## config.mk

```make
export PLATFORM = sky130hd
export DESIGN_NAME = dual_copy_weight_updater
export DESIGN_NICKNAME = d
export VERILOG_FILES = /design/src/rtl/dcw_pkg.sv /design/src/rtl/dcw_quant.sv /design/src/rtl/dcw_array.sv /design/src/rtl/dual_copy_weight_updater.sv
export SDC_FILE = /design/constraint.sdc
export NUM_CORES = 1
export LEC_CHECK = 0
export BUFFER_PORTS_ARGS = -buffer_cell sky130_fd_sc_hd__buf_2
export CAP_MARGIN = 30
export CORE_AREA = 10 10 199 388
export DETAILED_ROUTE_END_ITERATION = 8
export DIE_AREA = 0 0 209 398
export HOLD_SLACK_MARGIN = 0.06
export PLACE_DENSITY = 0.52
export REMOVE_ABC_BUFFERS = 1
export SYNTH_ARGS = -nofsm -noshare
export SYNTH_HDL_FRONTEND = slang
export SYNTH_SLANG_ARGS = --single-unit
```

## constraint.sdc

```tcl
create_clock -name clk -period 7.7 [get_ports clk]
set_input_delay 0.77 -clock clk [delete_from_list [all_inputs] [get_ports clk]]
set_output_delay 0.77 -clock clk [all_outputs]
set_load 0.02 [all_outputs]
```

## src/rtl/dcw_pkg.sv

```systemverilog
package dcw_pkg;

    typedef enum logic {
        MODE_ACCUM = 1'b0,
        MODE_ITER  = 1'b1
    } upd_mode_e;

endpackage

```

## src/rtl/dcw_quant.sv

```systemverilog
module dcw_quant #(
    parameter  int INT_BITS  = 2,
    parameter  int FRAC_BITS = 4,
    parameter  int HP_FRAC   = 16,
    localparam int HP_W      = INT_BITS + HP_FRAC + 2,
    localparam int LP_W      = INT_BITS + FRAC_BITS + 1
) (
    input  logic signed [HP_W:0]   sum_i,
    output logic signed [HP_W-1:0] wh_o,
    output logic signed [LP_W-1:0] wl_o
);
    localparam int SH = HP_FRAC - FRAC_BITS;
    localparam logic signed [HP_W:0] LIM_P =
        (HP_W+1)'(longint'(1) << (INT_BITS + HP_FRAC));
    localparam logic signed [HP_W:0] NLIM_P = -LIM_P;
    localparam logic [HP_W-1:0] TOP_MAG = HP_W'(longint'(1) << (INT_BITS + FRAC_BITS));
    localparam logic signed [LP_W-1:0] LP_MAX = {1'b0, {(LP_W-1){1'b1}}};

    logic signed [HP_W:0] clamped;
    logic                 neg;
    logic [HP_W-1:0]      mag;
    logic [HP_W-1:0]      rmag;

    // saturate the wide sum to the format range
    always_comb begin
        if (sum_i >= LIM_P)       clamped = LIM_P;
        else if (sum_i <= NLIM_P) clamped = NLIM_P;
        else                      clamped = sum_i;
        neg  = clamped[HP_W];
        mag  = neg ? HP_W'(-clamped) : HP_W'(clamped);
        wh_o = clamped[HP_W-1:0];
    end

    // magnitude rounding: ties go away from zero
    generate
        if (SH > 0) begin : g_round
            localparam logic [HP_W-1:0] HALF = HP_W'(longint'(1) << (SH - 1));
            assign rmag = (mag + HALF) >> SH;
        end else begin : g_pass
            assign rmag = mag;
        end
    endgenerate

    always_comb begin
        if (!neg && rmag >= TOP_MAG) wl_o = LP_MAX;
        else if (neg)                wl_o = -LP_W'(rmag);
        else                         wl_o = LP_W'(rmag);
    end

endmodule

```

## src/rtl/dcw_array.sv

```systemverilog
module dcw_array #(
    parameter  int ADDR_W = 4,
    parameter  int HP_W   = 20,
    parameter  int LP_W   = 7,
    localparam int DEPTH  = 1 << ADDR_W
) (
    input  logic                     clk,
    input  logic                     rst,
    input  logic                     wr_en,
    input  logic                     wr_hp_en,
    input  logic [ADDR_W-1:0]        wr_addr,
    input  logic signed [HP_W-1:0]   wr_hp,
    input  logic signed [LP_W-1:0]   wr_lp,
    input  logic [ADDR_W-1:0]        lk_addr,
    output logic signed [HP_W-1:0]   lk_hp,
    output logic signed [LP_W-1:0]   lk_lp,
    input  logic [ADDR_W-1:0]        rd_addr,
    output logic signed [LP_W-1:0]   rd_lp
);
    logic signed [HP_W-1:0] hp_q [DEPTH];
    logic signed [HP_W-1:0] hp_d [DEPTH];
    logic signed [LP_W-1:0] lp_q [DEPTH];
    logic signed [LP_W-1:0] lp_d [DEPTH];
    logic signed [LP_W-1:0] rd_q, rd_d;

    always_comb begin
        hp_d = hp_q;
        lp_d = lp_q;
        rd_d = lp_q[rd_addr];            // pre-write contents
        if (wr_en) begin
            lp_d[wr_addr] = wr_lp;
            if (wr_hp_en) hp_d[wr_addr] = wr_hp;
        end
    end

    always_ff @(posedge clk) begin
        if (rst) begin
            hp_q <= '{default: '0};
            lp_q <= '{default: '0};
            rd_q <= '0;
        end else begin
            hp_q <= hp_d;
            lp_q <= lp_d;
            rd_q <= rd_d;
        end
    end

    assign lk_hp = hp_q[lk_addr];
    assign lk_lp = lp_q[lk_addr];
    assign rd_lp = rd_q;

endmodule

```

## src/rtl/dual_copy_weight_updater.sv

```systemverilog
module dual_copy_weight_updater
    import dcw_pkg::*;
#(
    parameter  int ADDR_W    = 4,
    parameter  int INT_BITS  = 2,
    parameter  int FRAC_BITS = 4,
    parameter  int HP_FRAC   = 16,
    localparam int HP_W      = INT_BITS + HP_FRAC + 2,
    localparam int LP_W      = INT_BITS + FRAC_BITS + 1
) (
    input  logic                   clk,
    input  logic                   rst,
    input  logic                   upd_valid,
    input  logic                   upd_iter,
    input  logic [ADDR_W-1:0]      upd_addr,
    input  logic signed [HP_W-1:0] upd_delta,
    input  logic [ADDR_W-1:0]      rd_addr,
    output logic signed [LP_W-1:0] rd_data
);
    localparam int SH       = HP_FRAC - FRAC_BITS;
    localparam int STEP_I   = 1 << SH;
    localparam int HALF_I   = STEP_I / 2;
    localparam int LIM_I    = 1 << (INT_BITS + HP_FRAC);
    localparam int LP_MAX_I = (1 << (INT_BITS + FRAC_BITS)) - 1;

    typedef struct packed {
        logic                   valid;
        upd_mode_e              mode;
        logic [ADDR_W-1:0]      addr;
        logic signed [HP_W-1:0] delta;
        logic signed [HP_W-1:0] wh;
        logic signed [LP_W-1:0] wl;
    } rd_stage_t;

    typedef struct packed {
        logic                   valid;
        upd_mode_e              mode;
        logic [ADDR_W-1:0]      addr;
        logic signed [HP_W-1:0] wh;
        logic signed [LP_W-1:0] wl;
    } wr_stage_t;

    typedef struct packed {
        rd_stage_t s1;
        wr_stage_t s2;
    } pipe_t;

    pipe_t st_d, st_q;

    logic signed [HP_W-1:0] lk_hp, q_wh;
    logic signed [LP_W-1:0] lk_lp, q_wl;
    logic signed [HP_W:0]   operand, sum;
    logic signed [HP_W-1:0] cap_wh, base_wh;
    logic signed [LP_W-1:0] cap_wl, base_wl;
    logic                   fwd_cap, fwd_cmp;

    dcw_array #(.ADDR_W(ADDR_W), .HP_W(HP_W), .LP_W(LP_W)) u_store (
        .clk      (clk),
        .rst      (rst),
        .wr_en    (st_q.s2.valid),
        .wr_hp_en (st_q.s2.mode == MODE_ACCUM),
        .wr_addr  (st_q.s2.addr),
        .wr_hp    (st_q.s2.wh),
        .wr_lp    (st_q.s2.wl),
        .lk_addr  (upd_addr),
        .lk_hp    (lk_hp),
        .lk_lp    (lk_lp),
        .rd_addr  (rd_addr),
        .rd_lp    (rd_data)
    );

    dcw_quant #(.INT_BITS(INT_BITS), .FRAC_BITS(FRAC_BITS), .HP_FRAC(HP_FRAC)) u_quant (
        .sum_i (sum),
        .wh_o  (q_wh),
        .wl_o  (q_wl)
    );

    always_comb begin
        // stage 1 capture: bypass the value about to be committed
        fwd_cap = st_q.s2.valid && (st_q.s2.addr == upd_addr);
        cap_wh  = (fwd_cap && st_q.s2.mode == MODE_ACCUM) ? st_q.s2.wh : lk_hp;
        cap_wl  = fwd_cap ? st_q.s2.wl : lk_lp;

        // stage 2 compute: bypass the immediately preceding result
        fwd_cmp = st_q.s2.valid && (st_q.s2.addr == st_q.s1.addr);
        base_wh = (fwd_cmp && st_q.s2.mode == MODE_ACCUM) ? st_q.s2.wh : st_q.s1.wh;
        base_wl = fwd_cmp ? st_q.s2.wl : st_q.s1.wl;
        operand = (st_q.s1.mode == MODE_ITER) ? ((HP_W+1)'(base_wl) <<< SH)
                                              : (HP_W+1)'(base_wh);
        sum     = operand + (HP_W+1)'(st_q.s1.delta);

        st_d.s1.valid = upd_valid;
        st_d.s1.mode  = upd_iter ? MODE_ITER : MODE_ACCUM;
        st_d.s1.addr  = upd_addr;
        st_d.s1.delta = upd_delta;
        st_d.s1.wh    = cap_wh;
        st_d.s1.wl    = cap_wl;

        st_d.s2.valid = st_q.s1.valid;
        st_d.s2.mode  = st_q.s1.mode;
        st_d.s2.addr  = st_q.s1.addr;
        st_d.s2.wh    = q_wh;
        st_d.s2.wl    = q_wl;
    end

    always_ff @(posedge clk) begin
        if (rst) st_q <= '0;
        else     st_q <= st_d;
    end

    // the value headed for the accumulator never leaves the clamp range
    p_hp_clamped_r3: assert property (@(posedge clk) disable iff (rst)
        st_q.s2.valid |-> (int'(st_q.s2.wh) <= LIM_I && int'(st_q.s2.wh) >= -LIM_I));

    // unsaturated coarse code lies within half a step of the wide value
    p_round_near_r4: assert property (@(posedge clk) disable iff (rst)
        (st_q.s2.valid && int'(st_q.s2.wl) != LP_MAX_I) |->
        ((int'(st_q.s2.wh) - int'(st_q.s2.wl) * STEP_I) <= HALF_I &&
         (int'(st_q.s2.wh) - int'(st_q.s2.wl) * STEP_I) >= -HALF_I));

    // wide values at or past the top rounding point give the largest code
    p_sat_top_r5: assert property (@(posedge clk) disable iff (rst)
        (st_q.s2.valid && int'(st_q.s2.wh) >= LP_MAX_I * STEP_I + HALF_I) |->
        (int'(st_q.s2.wl) == LP_MAX_I));

    // each captured update reaches the write stage one edge later
    p_pipe_advance_r7: assert property (@(posedge clk) disable iff (rst)
        st_q.s1.valid |=> st_q.s2.valid);

endmodule

```

==> impl_metrics.json, run 1 <==
{
  "status": "finished clean",
  "cts_tree": "yes",
  "period_minus_slack_ns": 6.98,
  "initial_core_util": 0.347,
  "grt_util_all_layers": 0.184,
  "reg2reg_from": "st_q[28]",
  "relSlewSlack": 0.138,
  "port_buffers": 38,
  "crit_start": "st_q[28]",
  "rows": 138,
  "gp_congestion": 0.889,
  "syn_avg_cell_area_um2": 9.00,
  "clk_pin_slew_ns": 0.06,
  "fin_crit_sh": 0.907,
  "max_freq_mhz": 143,
  "antenna_found_initial": 0,
  "yosys_register_bits": 525,
  "vias_per_cell": 5.55,
  "critical_path_arrival_ns": 7.49,
  "layout_common_cells": "743 x nand2_1, 525 x dfxtp_1, 394 x a21oi_1, 173 x nor2_1, 170 x mux4_2",
  "post_cts_resized": 0,
  "ys_seq_area_frac": 0.428,
  "dpl.hpwl_um": 54100,
  "hold_viol": 0,
  "wire_per_inst_um": 22.0,
  "yosys-top-cells-area": "dfxtp_1 43%, mux4_2 16%, nand2_1 11%",
  "clock-sinks": 525,
  "max_stage_delay_ns": 0.53,
  "powerDensity_nw_per_um2": 213,
  "num_vias": 19800,
  "syn_to_final_growth_pct": 11.5,
  "ant_nets": 0,
  "cp_max_fo": 20,
  "antennaDiodeCount": 0,
  "cts_buffer_depth": 3,
  "maxCapViolations": 0,
  "worstHoldStart": "upd_delta[13]",
  "synth_cells": 2727,
  "drive_gt1_frac": 0.146,
  "worstMarginPinSlew_ns": 1.29,
  "ir_drop_mv": 0.193,
  "synth_cell_types": 84,
  "drt_iter0_markers": 1575,
  "crit_slowest_cell": "dfxtp_1",
  "drtPass1Iterations": 6,
  "io_pins": 39,
  "critPathKind": "flop to flop",
  "grt_pass1_vias": 20100,
  "clkLatencyLatePin_ns": 0.64,
  "wl_um": 78300,
  "overflow": 0,
  "cts_hold_buf": 0,
  "clkPwrFrac": 0.434,
  "root_buffer": "clkbuf_16",
  "cp-end-kind": "flop",
  "grt_pass1_wl_um": 121000,
  "synth-edff-count": 0,
  "numCtsBuffers": 50,
  "die_area_um2": 83200,
  "drc": 0,
  "place_ws_ns": 0.668,
  "report.power.total_mw": 5.83,
  "htree_num_levels": 2,
  "final_common_cell": "nand2_1",
  "synthesis.area_um2": 24500,
  "synth_warnings": 0,
  "tns_ns": 0,
  "p_seq_frac": 0.491,
  "fillCellCount": 7034,
  "die_h_um": 398,
  "power_frac_comb": 0.075,
  "synth_flop_cell": "dfxtp_1",
  "leakagePower_nw": 9.34,
  "power.internal_mw": 4.28,
  "worstPathRequired_ns": 8.21,
  "slew_viol_final": 0,
  "finalSetupViolCount": 0,
  "nets": 2673,
  "die-width_um": 209,
  "grt_max_degree": 238,
  "final_core_util": 0.387,
  "core_um2": 70800,
  "yosys.area.top_type": "dfxtp_1",
  "crit_family": "compound AO/OA/AOI/OAI gates",
  "synth_top_area_share": 0.428,
  "setup_ws_ns": 0.717,
  "finalClockSkew_ns": 0.0414,
  "rsz0062_at_grt": "false",
  "p_sw_mw": 1.55,
  "switching_share": 0.266,
  "crit_buf_inv": 3,
  "async_flop_share": 0,
  "hold_path.class": "input port to flop",
  "cts_setup_buffers": 0,
  "cp-start-kind": "flop"
}
[metal layers]
layer / track usage / vias to the layer above / part of all wire
met2: 0.359 / 585 / 0.55
met5: 0 / - / 0
met4: 0.0939 / 0 / 0.048
met3: 0.0238 / 214 / 0.039
met1: 0.186 / 9782 / 0.36
li1: - / 9215 / -
[final timing paths]
check / endpoint / slack [ns] / cells after the start
max: st_q[6] / 0.72 / 26
min: st_q[73] / 0.35 / 2
max reg2reg: st_q[6] / 0.72 / 26
min reg2reg: u_store.hp_q[262] / 0.45 / 2
[flip-flops by register name, summed over array words and instances (netlist names)]
register and flops:
u_store.hp_q 320, st_d 6, u_store.rd_lp 7, st_q 80, u_store.lp_q 112
[per-stage QoR]
| step | cell area (um2) | instances | hold WS (ns) |
|---|---|---|---|
| 5_1_grt | 27400 | 3566 | 0.353 |
| 3_3_place_gp | 25300 | 3459 | 0.438 |
| 3_5_place_dp | 25700 | 3474 | 0.445 |
| 4_1_cts | 27300 | 3564 | 0.323 |
| 6_report | 27400 | 3566 | 0.350 |
| 2_1_floorplan | 23600 | 2469 | 0.414 |
[area by class of cell]
type / instances / area (um2) / area share
timing repair buffer: 97 / 936 / 0.0342
clock inverter: 19 / 210 / 0.00768
multi-input combinational: 1941 / 13100 / 0.480
sequential: 525 / 10500 / 0.384
tap: 910 / 1140 / 0.0416
inverter: 3 / 11.3 / 0.000411
clock buffer: 71 / 1440 / 0.0526
[cell families (layout without fill, tap and decap cells)]
kind of cell,count (synthesis),count (layout),synth area share
AOI/OAI and AO/OA,514,514,0.120
xor gates and xnor gates,20,20,0.00714
buffers and inverters,261,190,0.0407
muxes,293,293,0.207
and+or+nand+nor,1091,1091,0.186
DFF,525,525,0.428
adders and majority gates,23,23,0.0120
[Yosys cell counts (5+ instances only)]
cell type    n
buf_1       27
nand4_1      7
o21bai_1     5
and2_1       9
o21a_1       9
o211ai_1     5
a21o_1      12
a211oi_1    14
dfxtp_1    525
mux2i_1    121
nor2_1     173
ha_1        22
nor2b_1     42
nand2b_1     7
nor3_1      25
and2_0       5
nand3_1     19
nand2_1    743
and4_1       7
or2_2        8
xnor2_1      7
mux4_2     170
xor2_1      13
o21ai_0     13
and3_1       5
or3_1       14
a21oi_1    394
clkbuf_1   225
a31oi_1      7
[power groups by stage]
stage | clock network (mW) | registers, mW | logic (mW)
final | 2.53 | 2.86 | 0.438
after global routing | 2.69 | 2.87 | 0.473
after CTS | 2.60 | 2.86 | 0.439
after detailed placement | 0 | 2.92 | 0.437
after global placement | 0 | 2.92 | 0.432
after floorplan | 0 | 2.86 | 0.240
No activity file was read; power rests on OpenSTA's default activity.
==> run 2, diff against run 1 <==
- PLACE_DENSITY: 0.52 -> not set
- PLACE_DENSITY_LB_ADDON: not set -> 0.15
==> run 2 against run 1 <==
Against the previous run:
- final cell count decreased by 0.14%
- highest routed layer unchanged
- die area unchanged
- count of clock-buffer cells in the layout increased by 2
- global-route usage increased by 0.13 points
- register-to-register slack got worse by 0.15 ns
- critical path depth decreased by 1
==> impl_metrics.json, run 2 (synthesis results as in run 1) <==
{
  "status": "finished clean",
  "root_buffer": "clkbuf_16",
  "nets": 2671,
  "cts_setup_buffers": 0,
  "regMostFlops": "u_store.hp_q",
  "crit_family": "compound AO/OA/AOI/OAI gates",
  "cts_tree": "yes",
  "rows": 138,
  "antenna_found_initial": 0,
  "antennaDiodeCount": 0,
  "max_freq_mhz": 140,
  "powerDensity_nw_per_um2": 215,
  "finalSetupViolCount": 0,
  "critical_path_arrival_ns": 7.62,
  "leakagePower_nw": 9.33,
  "max_stage_delay_ns": 0.53,
  "wire_per_inst_um": 22.2,
  "grt_pass1_vias": 19800,
  "dpl.hpwl_um": 54800,
  "num_vias": 19400,
  "overflow": 0,
  "drive_gt1_frac": 0.145,
  "io_pins": 39,
  "clk_pin_slew_ns": 0.07,
  "grt_pass1_wl_um": 121000,
  "crit_slowest_cell": "dfxtp_1",
  "cts_buffer_depth": 3,
  "tns_ns": 0,
  "ant_nets": 0,
  "worstMarginPinSlew_ns": 1.16,
  "layout_common_cells": "743 x nand2_1, 525 x dfxtp_1, 394 x a21oi_1, 173 x nor2_1, 170 x mux4_2",
  "numCtsBuffers": 51,
  "hold_viol": 0,
  "period_minus_slack_ns": 7.13,
  "htree_num_levels": 2,
  "clock-sinks": 525,
  "slew_viol_final": 0,
  "reg.largest.list": "u_store.hp_q x320, u_store.lp_q x112, st_q x80",
  "port_buffers": 38,
  "die_area_um2": 83200,
  "rsz0062_at_grt": "false",
  "vias_per_cell": 5.43,
  "clkLatencyLatePin_ns": 0.62,
  "core_um2": 70800,
  "drc": 0,
  "cp-end-kind": "flop",
  "syn_to_final_growth_pct": 11.5,
  "relSlewSlack": 0.228,
  "hold_path.class": "input port to flop",
  "critPathKind": "flop to flop",
  "drtPass1Iterations": 5,
  "drt_iter0_markers": 1291,
  "cp-start-kind": "flop",
  "wl_um": 78900,
  "fin_crit_sh": 0.926,
  "initial_core_util": 0.347,
  "worstPathRequired_ns": 8.19,
  "grt_max_degree": 226,
  "cp_max_fo": 20,
  "die_h_um": 398,
  "die-width_um": 209,
  "gp_congestion": 0.868,
  "grt_util_all_layers": 0.186,
  "crit_buf_inv": 2,
  "ir_drop_mv": 0.172,
  "finalClockSkew_ns": 0.0307,
  "final_core_util": 0.387,
  "largest_register_ffs": 320,
  "maxCapViolations": 0,
  "final_common_cell": "nand2_1"
}
## run 2: changes by cell type in the layout (fill, tap and decap cells not counted), moves of 2 or more
cell,previous run,this run
nor3_2,2,6
clkinv_8,2,0
buf_12,1,3
buf_16,14,12
nor3_4,7,3
clkbuf_16,50,53
bufinv_16,2,4
inv_6,2,0
## run 2: power by group
group	internal (mW)	switching (mW)
sequential	2.74	0.113
clock	1.48	1.11
combinational	0.158	0.282
## run 2: area by class of cell
| type | count | area (um2) |
|---|---|---|
| Fill cell | 7103 | 43400 |
| Sequential cell | 525 | 10500 |
| Inverter | 3 | 11.3 |
| Multi-Input combinational cell | 1941 | 13100 |
| Tap cell | 910 | 1140 |
| Clock buffer | 73 | 1500 |
| Clock inverter | 15 | 184 |
| Timing Repair Buffer | 94 | 907 |
## run 2: worst reg2reg max path: cells and delay by family (launching register included)
kind,cells,cell delay [ns]
buf+inv,2,0.55
fa+ha+maj,2,0.63
flops,1,0.53
compound gates,12,3.03
xor+xnor,1,0.14
simple gates,8,2.14
## run 2: metrics by stage
stage	cells	power, mW	worst slack [ns]	hold WS, ns	instance area (um2)
6_report	3561	5.89	0.571	0.360	27400
5_1_grt	3561	6.09	0.0948	0.353	27400
4_1_cts	3561	5.97	0.475	0.324	27400
3_5_place_dp	3473	3.36	0.535	0.443	25700
3_3_place_gp	3460	3.35	0.704	0.438	25300
2_1_floorplan	2469	3.10	0.672	0.414	23600
## run 2: final timing paths
path / start / endpoint / slack [ns] / depth (start not counted)
worst max-delay path: st_q[27] / st_q[6] / 0.57 / 25
worst min-delay path: upd_delta[3] / st_q[63] / 0.36 / 2
worst max register to register: st_q[27] / st_q[6] / 0.57 / 25
worst min register to register: u_store.hp_q[5] / u_store.hp_q[5] / 0.45 / 2
## run 2: routing by layer
layer | up-vias | wire length (um) | GRT usage
li1 | 9187 | - | -
met1 | 9571 | 29300 | 0.194
met2 | 443 | 43900 | 0.363
met3 | 152 | 2630 | 0.0214
met4 | 0 | 2970 | 0.0764
met5 | - | 0 | 0
## run 2: what timing repair did
action / 4_1_cts / 5_1_grt
hold buffers: 0 / 0
endpoints found under the setup margin: 0 / 1
resized for setup: 0 / 1
